### src/rtl/offset_serial_port.sv
module offset_serial_port #(
  parameter int AE_W = 16,
  parameter int AF_W = 16,
  parameter logic [AE_W-1:0] AE_RST = 16'h0007,
  parameter logic [AF_W-1:0] AF_RST = 16'h0010
) (
  input  logic            sclk,
  input  logic            rst_n,
  input  logic            port_sel,
  input  logic            wr_en_n,
  input  logic            rd_en_n,
  input  logic            sdi,
  output logic            sdo,
  output logic [AE_W-1:0] ae_offset,
  output logic [AF_W-1:0] af_offset
);
  localparam int NB = AE_W + AF_W;
  localparam int PW = $clog2(NB);
  localparam logic [PW-1:0] PLAST = PW'(NB - 1);

  logic [NB-1:0] chain;
  logic [PW-1:0] ptr;
  logic          wr_go, rd_go;

  assign wr_go = !port_sel && !wr_en_n;
  assign rd_go = !port_sel && !rd_en_n && wr_en_n;

  assign ae_offset = chain[AE_W-1:0];
  assign af_offset = chain[NB-1:AE_W];

  always_ff @(posedge sclk or negedge rst_n) begin
    if (!rst_n)
      chain <= {AF_RST, AE_RST};
    else if (wr_go)
      chain <= {sdi, chain[NB-1:1]};
  end

  always_ff @(posedge sclk or negedge rst_n) begin
    if (!rst_n) begin
      ptr <= '0;
      sdo <= 1'b0;
    end else if (rd_go) begin
      sdo <= chain[ptr];
      ptr <= (ptr == PLAST) ? '0 : ptr + 1'b1;
    end else begin
      sdo <= 1'b0;
      if (port_sel || rd_en_n)
        ptr <= '0;
    end
  end
endmodule

### config.mk
export PLATFORM = sky130hd
export DESIGN_NAME = offset_serial_port
export DESIGN_NICKNAME = d
export VERILOG_FILES = /design/src/rtl/offset_serial_port.sv
export SDC_FILE = /design/constraint.sdc
export NUM_CORES = 1
export LEC_CHECK = 0
export BUFFER_PORTS_ARGS = -buffer_cell sky130_fd_sc_hd__buf_4
export CORE_MARGIN = 4
export CORE_UTILIZATION = 57
export DETAILED_ROUTE_END_ITERATION = 8
export PLACE_DENSITY = 0.83
export SLEW_MARGIN = 0
export SYNTH_ARGS = -nofsm -noshare
export SYNTH_HDL_FRONTEND = slang
export SYNTH_SLANG_ARGS = --single-unit
### constraint.sdc
create_clock -name sclk -period 3.2 [get_ports sclk]
set_clock_uncertainty 0.15 [all_clocks]
set_input_delay 0 -clock sclk [delete_from_list [all_inputs] [get_ports sclk]]
set_output_delay 0 -clock sclk [all_outputs]
set_load 0.01 [all_outputs]
After elaboration in Yosys (flattened, before gate mapping)
Index checks and enable logic that the tools add are counted.
{"block": "word_totals", "reg_bits": 38, "input_bits": 6, "elab_cells": 20}
{"block": "classes", "add_sub_neg": 1, "order_cmp": 1, "eq_ne": 1, "n_mux": 6, "n_reduce_logical": 8}
{"operator": "2-to-1 mux 5 bit", "n": 3}
{"operator": "< comparator 5 x 6 -> 1 bit (second input constant)", "n": 1}
{"operator": "adder 5 x 1 -> 5 bit (second input constant)", "n": 1}
{"operator": "binary-select mux 1 bit (select 5 bit)", "n": 1}
{"operator": "== test 5 bit (second input constant)", "n": 1}
{"operator": "logical AND 1 bit", "n": 3}
{"operator": "logical NOT 1 bit", "n": 3}
{"operator": "2-to-1 mux 1 bit", "n": 2}
{"operator": "nonzero test 2 bit", "n": 1}
{"operator": "logical OR 1 bit", "n": 1}

Logic depth before layout (Yosys ltp)
Gate-level depths: netlist (run 1).
{"block": "logic_depth", "ltp_word": 4, "mapped_depth": 7, "mapped_depth_nobuf": 7}

Worst setup path after synthesis (run 1)
Ideal clock, no wire load.
{"block": "synth_timing", "path_kind": "register to register", "start": "reg ptr[3]", "end": "reg ptr[0]", "setup_ps": 72, "t_arrival_ps": 1702, "t_required_ps": 2978, "slack_ps": 1277, "stages_incl_launch_ff": 7, "path_buffers": 1, "period_less_slack_ps": 1923, "cell_sequence": "dfrtp_1 clkdlybuf4s50_2 and3_1 ha_1 nand2b_1 mux2_2 nor2_1"}
{"block": "synth_via", "elab_chain_len": 3}
{"item": "start: declaration", "line": "22", "rtl": "logic [PW-1:0] ptr;"}
{"item": "start signal: assignment", "line": "44", "rtl": "ptr <= (ptr == PLAST) ? '0 : ptr + 1'b1;"}
{"item": "== test 5 bit", "line": "44"}
{"item": "2-to-1 mux 5 bit", "line": "44"}
{"item": "2-to-1 mux 5 bit", "line": "42", "rtl": "end else if (rd_go) begin"}
No other way between the ends.
A chain may end at the register's enable or synchronous reset.

Final worst setup path (run 1)
{"block": "layout_timing", "start": "reg ptr[0]", "end": "reg ptr[4]"}
{"block": "layout_via", "elab_chain_len": 3, "elab_cells_between_ends": 4}
{"item": "adder 5 x 1 -> 5 bit or == test 5 bit (tied branches)", "line": "44"}
{"item": "2-to-1 mux 5 bit (*)", "line": "44"}
{"item": "2-to-1 mux 5 bit (*)", "line": "42"}
Mark *: on every way between the ends. The rest lies on a longest branch, timed or not.

==> flow_metrics.tcl, run 1 <==
set metrics [dict create \
    outcome "finished, violations left" \
    failed_checks "negative hold slack" \
    die_w_um 64.2 \
    worstPathMaxFanout 11 \
    drc 0 \
    finalCriticalPeriod_ps 2350 \
    cts.clk_slew.worst_paths_ps 110 \
    cp.arrival_ps 2420 \
    dp_cells 196 \
    syn_area_per_cell_sq_um 14.9 \
    cts.htree.levels 2 \
    grt-ovfl-total 0 \
    synth_seq_cells 38 \
    ys_top_cells_by_area "dfrtp_1 (47%), mux2_2 (21%), mux4_1 (8.8%)" \
    p_leak_nw 1.09 \
    grt_max_degree 39 \
    vdd_drop_max_uv 464 \
    wl_per_cell_um 15.8 \
    power_frac_clock 0.236 \
    postSynthCellCount 121 \
    cap_violations 0 \
    clock_latency_ps 340 \
    cts_buffers 5 \
    critPathKind "flop to flop" \
    max_freq_mhz 426 \
    start_util 0.594 \
    critPathLaunch "ptr[0]" \
    synth_warnings 0 \
    ant_nets 0 \
    ys_seq_area_frac 0.531 \
    final_cells 212 \
    nNetsFinal 175 \
    yosys_most_used_dff "dfrtp_1" \
    pin_count 39 \
    pwr-share-seq 0.494 \
    gp_congestion 0.750 \
    switchingPower_mw 0.387 \
    rsz0062_at_grt "no" \
    crit_buf_inv 1 \
    worstPathCellList "ha_1, and3_1, ha_1, mux2i_1, nor2_1, dlygate4sd3_1" \
    cts_resized 0 \
    cp_slowest_cell "dfrtp_1" \
    antenna_found_initial 0 \
    ys_types 27 \
    pre_cts_ws_ps 1170 \
    dp_hpwl_um 2300 \
    r2r-start "ptr[0]" \
    swShare 0.286 \
    max_stage_delay_ps 580 \
    comb_power_share 0.270 \
    timing.hold.ws_ps -3.51 \
    clock-sinks 38 \
    synth_fp_nets 129 \
    row_count 20 \
    cp_common_cell "ha_1" \
    fin_ws_ps 851 \
    critPathTopFamily "adder cells" \
    setup_viol 0 \
    yosys.area.top_type "dfrtp_1" \
    period_share 0.734 \
    grt_usage 0.183 \
    end_kind "flop" \
    grt_pass1_wl_um 5770 \
    finalSetupTns_ps 0 \
    crit_required_ps 3270 \
    num_antenna_cells 0 \
    maxSlewViolCount 0 \
    power_density_nw_per_um2 602 \
    area_growth_pct 25.1 \
    coreArea_sq_um 3030 \
    drt_pass1_iterations 4 \
    root_buffer "clkbuf_4" \
    utilization 0.743 \
    cts_tree "done" \
    dieHeight_um 64.2 \
    hold_viol 13 \
    p_int_mw 0.968 \
    synth_top_area_share 0.473 \
    max-clock-path-buffers 2 \
    worstMarginPinSlew_ps 654 \
    vias 1172 \
    initialDrtViolationCount 33 \
    path_depth 6 \
    die-area_sq_um 4120 \
    min_path_type "primary input to async pin" \
    synth_area_sq_um 1800 \
    max_slew_margin 0.563 \
    io_buffers 38 \
    synth_edf_count 0 \
    ff2ff_path_depth 6 \
    cp-start-kind "flop" \
    routed_wl_um 3360 \
    drive_gt1_frac 0.524 \
    synthArstFlopShare 1.00 \
    routed_via_density 5.53 \
    grt_pass1_vias 1177 \
]
[cells in the final DEF, fill, tap and decap left out, types with 2 or more instances in the layout]
| cell | instances |
|---|---|
| nor3b_1 | 3 |
| mux2_2 | 33 |
| nor2_1 | 9 |
| nand2_1 | 2 |
| dfrtp_1 | 34 |
| mux4_2 | 2 |
| o21ai_0 | 2 |
| dfstp_2 | 4 |
| clkbuf_4 | 5 |
| mux2i_1 | 3 |
| nor3_1 | 2 |
| mux4_1 | 6 |
| buf_4 | 39 |
| ha_1 | 2 |
| dlygate4sd3_1 | 8 |
| clkinv_2 | 2 |
| a21oi_1 | 2 |
[synth_stat cells (2+ instances only)]
| library cell | instances |
|---|---|
| nor3_1 | 2 |
| nand2_1 | 2 |
| mux2_2 | 33 |
| mux4_2 | 2 |
| dfrtp_1 | 34 |
| mux2i_1 | 3 |
| mux4_1 | 6 |
| buf_2 | 3 |
| ha_1 | 2 |
| dfstp_2 | 4 |
| o21ai_0 | 2 |
| nor2_1 | 10 |
| a21oi_1 | 2 |
| nor3b_1 | 3 |
[power by group through the flow]
stage	Combinational (mW)	Clock (mW)	Sequential, mW
after floorplan	0.144	0	0.697
after global placement	0.354	0	0.673
after detailed placement	0.362	0	0.679
after CTS	0.372	0.327	0.670
after global routing	0.395	0.358	0.689
final	0.366	0.320	0.669
[flip-flops by register name (all words and copies together), names as in the netlist]
signal / count
chain: 32
ptr: 5
sdo: 1
[routing by layer]
metal | global-route usage | share of wire | up-vias
met2 | 0.284 | 0.47 | 27
met5 | 0 | 0 | -
li1 | - | - | 550
met4 | 0.0580 | 0.0095 | 0
met3 | 0.0404 | 0.040 | 5
met1 | 0.257 | 0.48 | 590
[path summary, 6_finish.rpt]
check                            end  slack (ps)
max in group asynchronous  chain[20]        2550
min in group sclk             ptr[1]         390
setup reg to reg              ptr[4]         850
setup / recovery              ptr[4]         850
hold / removal             chain[13]          -4
hold reg to reg            chain[25]         420
[cells by family (layout without fill, tap and decap cells)]
family / after synthesis / in the layout / share of synthesized area
AO/OA/AOI/OAI: 8 / 8 / 0.0299
multiplexers: 44 / 44 / 0.336
AND/OR/NAND/NOR: 21 / 21 / 0.0577
buffers and inverters: 8 / 55 / 0.0313
flip-flops: 38 / 38 / 0.531
adder cells (fa/ha/maj): 2 / 2 / 0.0139
[layout make-up]
type | instances | area, sq um
flip-flops and latches | 38 | 956
multi-input cells | 75 | 790
fillers | 202 | 777
repair buffers | 47 | 373
well taps | 44 | 55.1
clock inverters | 3 | 40.0
clock buffers | 5 | 37.5
[per-stage QoR]
step                      cell area, sq um  power [mW]
after global placement                2090        1.03
after floorplan                       1800       0.840
after detailed placement              2090        1.04
final                                 2250        1.36
after global routing                  2250        1.44
after CTS                             2250        1.37
[timing repair]
action,in CTS,in global routing
buffers inserted,0,0
endpoints found under the hold margin,52,0
endpoints found under the setup margin,0,0
hold buffers,8,0
No activity file was read; power rests on OpenSTA's default activity.
==> run 2, diff against run 1 <==
--- a/config.mk
+++ b/config.mk
@@ -7,9 +7,9 @@
 export LEC_CHECK = 0
 export BUFFER_PORTS_ARGS = -buffer_cell sky130_fd_sc_hd__buf_4
 export CORE_MARGIN = 4
-export CORE_UTILIZATION = 57
+export CORE_UTILIZATION = 53
 export DETAILED_ROUTE_END_ITERATION = 8
-export PLACE_DENSITY = 0.83
+export PLACE_DENSITY = 0.78
 export SLEW_MARGIN = 0
 export SYNTH_ARGS = -nofsm -noshare
 export SYNTH_HDL_FRONTEND = slang
==> constraint.sdc (replaced) <==
create_clock -name sclk -period 2.2 [get_ports sclk]
set_clock_uncertainty 0.15 [all_clocks]
set_input_delay 0 -clock sclk [delete_from_list [all_inputs] [get_ports sclk]]
set_output_delay 0 -clock sclk [all_outputs]
set_load 0.01 [all_outputs]
==> run 2 against run 1 <==
Compared with the run above: the run still ends with negative hold slack left; sequential power is 48% higher; worst setup slack worse by 620 ps; critical path depth up 1; sequential cell count did not move; via count hardly changed; global-route usage grew 0.68 points; sequential share of layout area up 0.079 points; maximum frequency rose by 19%; core utilization fell by 3.0 points; hold slack better by 2.1 ps; critical path type unchanged; critical endpoint is now ptr[2]; largest cell class unchanged.
==> flow_metrics.tcl, run 2 (synthesis gave the netlist of run 1 again) <==
set metrics [dict create \
    cp_slowest_cell "dfrtp_2" \
    critPathTopFamily "simple AND/OR/NAND/NOR gates" \
    max_freq_mhz 507 \
    initialDrtViolationCount 90 \
    vdd_drop_max_uv 667 \
    worstPathMaxFanout 11 \
    worstMarginPinSlew_ps 470 \
    min_path_type "primary input to async pin" \
    num_antenna_cells 0 \
    io_buffers 38 \
    grt_usage 0.190 \
    die_w_um 66.3 \
    hold_viol 5 \
    nNetsFinal 175 \
    reg.largest.list "chain: 32 flops, ptr: 5 flops, sdo: 1 flops" \
    crit_buf_inv 0 \
    grt_pass1_vias 1243 \
    maxSlewViolCount 0 \
    routed_via_density 5.53 \
    reg2reg_slack_ps 230 \
    r2r-end "ptr[2]" \
    cp.arrival_ps 2100 \
    outcome "finished, violations left" \
    drt_pass1_iterations 4 \
    seqCellArea_sq_um 957 \
    max-clock-path-buffers 2 \
    gp_congestion 0.826 \
    max_slew_margin 0.687 \
    critPathLaunch "ptr[0]" \
    dieHeight_um 66.3 \
    grtUsageMet1 0.242 \
    grt_max_degree 39 \
    cts.clk_slew.worst_paths_ps 110 \
    critPathKind "flop to flop" \
    fillers 233 \
    utilization 0.713 \
    layout_commonest_cell "buf_4" \
    ff2ff_path_depth 7 \
    coreArea_sq_um 3150 \
    rsz0062_at_grt "no" \
    routed_wl_um 3580 \
    start_util 0.571 \
    multiInputGateArea_sq_um 790 \
    vias 1173 \
    cts_buffers 5 \
    finalCriticalPeriod_ps 1970 \
    die-area_sq_um 4390 \
    grt_pass1_wl_um 6140 \
    period_share 0.897 \
    root_buffer "clkbuf_4" \
    area_growth_pct 25.0 \
    dp_hpwl_um 2460 \
    cp_common_cell "ha_1" \
    drc 0 \
    wl_per_cell_um 16.9 \
    cts_tree "done" \
    setup_viol 0 \
    use_met3 0.0595 \
    grt-ovfl-total 0 \
    max_stage_delay_ps 520 \
    finalSetupTns_ps 0 \
    largest_reg_flops 32 \
    timing.hold.ws_ps -1.40 \
    ant_nets 0 \
    worstPathCellList "ha_1, and3_1, ha_1, nand2b_1, nor3b_1, a21oi_1, nor2_1" \
    antenna_found_initial 0 \
    busiest_layer "met2" \
    pin_count 39 \
    cts.htree.levels 2 \
    met2_usage 0.302 \
    clock_latency_ps 340 \
    top_register "chain" \
    clock-sinks 38 \
    p_leak_nw 1.09 \
    r2r-start "ptr[0]" \
    cap_violations 0 \
    failed_checks "negative hold slack" \
    drive_gt1_frac 0.536 \
    row_count 20 \
    layout_common_cells "buf_4 (40), mux2_2 (33), dfrtp_1 (33), nor2_1 (9), dlygate4sd3_1 (7)" \
    crit_required_ps 2330 \
    power_density_nw_per_um2 878 \
    cp-start-kind "flop" \
    end_kind "flop" \
]
[run 2: cell count changes in the layout (fill, tap and decap cells not counted)]
cell / delta
dfrtp_2: +1
dfrtp_1: -1
buf_4: +1
dlygate4sd3_1: -1
[run 2: routing by layer]
metal | vias to the layer above | share of wire | wire length [um]
met5 | - | 0 | 0
met4 | 0 | 0.0081 | 29
met3 | 3 | 0.049 | 177
met2 | 33 | 0.52 | 1860
met1 | 591 | 0.42 | 1520
li1 | 546 | - | -
[run 2: what timing repair did]
item,CTS,global route
hold buffers,7,0
endpoints found under the setup margin,0,1
setup buffers,0,0
resized for setup,0,1
endpoints found under the hold margin,45,0
[run 2: power breakdown]
part / switching [mW] / total, mW / internal [mW]
clock: 0.225 / 0.461 / 0.235
combinational: 0.198 / 0.529 / 0.330
sequential: 0.148 / 0.987 / 0.839
total: 0.572 / 1.98 / 1.40
[run 2: through the flow]
step,cells,hold slack (ps),setup WS [ps],area [sq um],power (mW)
floorplan,121,-446,277,1800,1.22
global placement,197,-170,218,2100,1.49
detailed placement,197,-158,174,2100,1.53
CTS,212,1.35,140,2250,2.00
global route,212,27.4,55.1,2250,2.09
finish,212,-1.40,226,2250,1.98
[run 2: worst max path at each step]
stage / to / slack (ps) / depth (start not counted)
5_1_grt: ptr[2] / 60 / 7
4_1_cts: ptr[2] / 140 / 7
3_5_place_dp: ptr[0] / 170 / 6
2_1_floorplan: ptr[0] / 280 / 6
6_report: ptr[2] / 230 / 7
3_3_place_gp: sdo / 220 / 4
[run 2: final cells by class]
cell class                 count  share of cell area
clock buffer                   5              0.0167
timing repair buffer          47               0.165
multi-input combinational     75               0.351
sequential                    38               0.425
tap                           44              0.0245
clock inverter                 3              0.0178
==> run 3, diff against run 2 <==
--- a/config.mk
+++ b/config.mk
@@ -6,10 +6,12 @@
 export NUM_CORES = 1
 export LEC_CHECK = 0
 export BUFFER_PORTS_ARGS = -buffer_cell sky130_fd_sc_hd__buf_4
+export CELL_PAD_IN_SITES_DETAIL_PLACEMENT = 0
+export CELL_PAD_IN_SITES_GLOBAL_PLACEMENT = 1
 export CORE_MARGIN = 4
-export CORE_UTILIZATION = 53
+export CORE_UTILIZATION = 43
 export DETAILED_ROUTE_END_ITERATION = 8
-export PLACE_DENSITY = 0.78
+export PLACE_DENSITY_LB_ADDON = 0.1
 export SLEW_MARGIN = 0
 export SYNTH_ARGS = -nofsm -noshare
 export SYNTH_HDL_FRONTEND = slang
==> run 3 against run 2 <==
Compared with the run above: the run now ends clean; hold slack better by 61 ps; cell count is 3.3% higher; design area up 1.4%; sequential power down 1%; sequential cell count is the same; combinational power about the same; via count shrank 1.2%; largest power group unchanged; highest routed layer unchanged.
==> flow_metrics.tcl, run 3 (synthesis gave the netlist of run 1 again) <==
set metrics [dict create \
    layout_commonest_cell "buf_4" \
    cp_slowest_cell "dfrtp_2" \
    cts_tree "done" \
    area_growth_pct 26.8 \
    ant_nets 0 \
    cts.clk_slew.worst_paths_ps 80 \
    hold_viol 0 \
    end_kind "flop" \
    max_stage_delay_ps 520 \
    final_area_sq_um 2280 \
    worstMarginPinSlew_ps 472 \
    outcome "finished clean" \
    vdd_drop_max_uv 555 \
    coreArea_sq_um 4030 \
    max_slew_margin 0.686 \
    fillers 344 \
    die-area_sq_um 5280 \
    timing.hold.ws_ps 59.5 \
    crit_required_ps 2260 \
    r2r-end "ptr[2]" \
    finalSetupTns_ps 0 \
    maxSlewViolCount 0 \
    grt_pass1_wl_um 6070 \
    max-clock-path-buffers 2 \
    r2r-start "ptr[0]" \
    cp-start-kind "flop" \
    num_antenna_cells 0 \
    gp_congestion 0.704 \
    min_path_type "primary input to async pin" \
    root_buffer "clkbuf_8" \
    pre_cts_ws_ps 149 \
    p_leak_nw 1.10 \
    final_cells 219 \
    clock-sinks 38 \
    post-cts-setup-buffers 0 \
    dieHeight_um 72.7 \
    dp_hpwl_um 2460 \
    routed_via_density 5.29 \
    critPathKind "flop to flop" \
    pin_count 39 \
    io_buffers 38 \
    placed_area_sq_um 2120 \
    worstPathCellList "ha_1, and3_1, ha_1, nand2b_1, nor3b_1, a21oi_1, nor2_1" \
    rsz0062_at_grt "no" \
    cts.htree.levels 2 \
    seqCellArea_sq_um 957 \
    fin_ws_ps 279 \
    finalPower_mw 1.99 \
    layout_common_cells "buf_4 (41), mux2_2 (33), dfrtp_1 (33), nor2_1 (9), dlygate4sd3_1 (7)" \
    reg.largest.list "chain: 32 flops, ptr: 5 flops, sdo: 1 flops" \
    nNetsFinal 176 \
    vias 1159 \
    finalCriticalPeriod_ps 1920 \
    clock_latency_ps 280 \
    cp.arrival_ps 1990 \
    period_share 0.873 \
    initialDrtViolationCount 42 \
    worstPathMaxFanout 11 \
    drt_pass1_iterations 4 \
    dp_cells 204 \
    grt-ovfl-total 0 \
    wl_per_cell_um 15.7 \
    drive_gt1_frac 0.538 \
    top_register "chain" \
    utilization 0.566 \
    routed_wl_um 3450 \
    grt_max_degree 39 \
    largest_reg_flops 32 \
    cp_common_cell "ha_1" \
    critPathTopFamily "simple AND/OR/NAND/NOR gates" \
    antenna_found_initial 0 \
    multiInputGateArea_sq_um 790 \
    start_util 0.447 \
    die_w_um 72.7 \
    ff2ff_path_depth 7 \
    grt_usage 0.150 \
    cap_violations 0 \
    drc 0 \
    setup_viol 0 \
    max_freq_mhz 521 \
    grt_pass1_vias 1230 \
    reg2reg_slack_ps 280 \
    cts_buffers 5 \
    power_density_nw_per_um2 874 \
    row_count 23 \
    crit_buf_inv 0 \
]
run 3: layout make-up:
type | count | area share
flip-flops and latches | 38 | 0.419
repair buffers | 48 | 0.166
clock inverters | 2 | 0.00548
multi-input cells | 75 | 0.346
well taps | 50 | 0.0274
clock buffers | 6 | 0.0362
run 3: power by group:
group | total (mW) | internal [mW] | switching [mW]
logic | 0.526 | 0.331 | 0.195
registers | 0.975 | 0.840 | 0.135
clock network | 0.493 | 0.252 | 0.241
total | 1.99 | 1.42 | 0.571
run 3: worst max-delay path by stage:
stage | startpoint | endpoint | cells after the start
6_report | ptr[0] | ptr[2] | 7
3_3_place_gp | ptr[0] | sdo | 4
5_1_grt | ptr[0] | ptr[2] | 7
2_1_floorplan | ptr[3] | ptr[0] | 6
4_1_cts | ptr[0] | sdo | 4
3_5_place_dp | ptr[0] | sdo | 4
run 3: routing by layer:
layer | part of all wire | vias up | track usage
li1 | - | 546 | -
met1 | 0.46 | 576 | 0.196
met2 | 0.47 | 31 | 0.237
met3 | 0.057 | 6 | 0.0468
met4 | 0.015 | 0 | 0.0492
met5 | 0 | - | 0
run 3: timing repair:
item,in CTS,in global routing
hold endpoints to repair,45,0
hold buffers,7,0
endpoints found under the setup margin,0,1
resized for setup,0,1
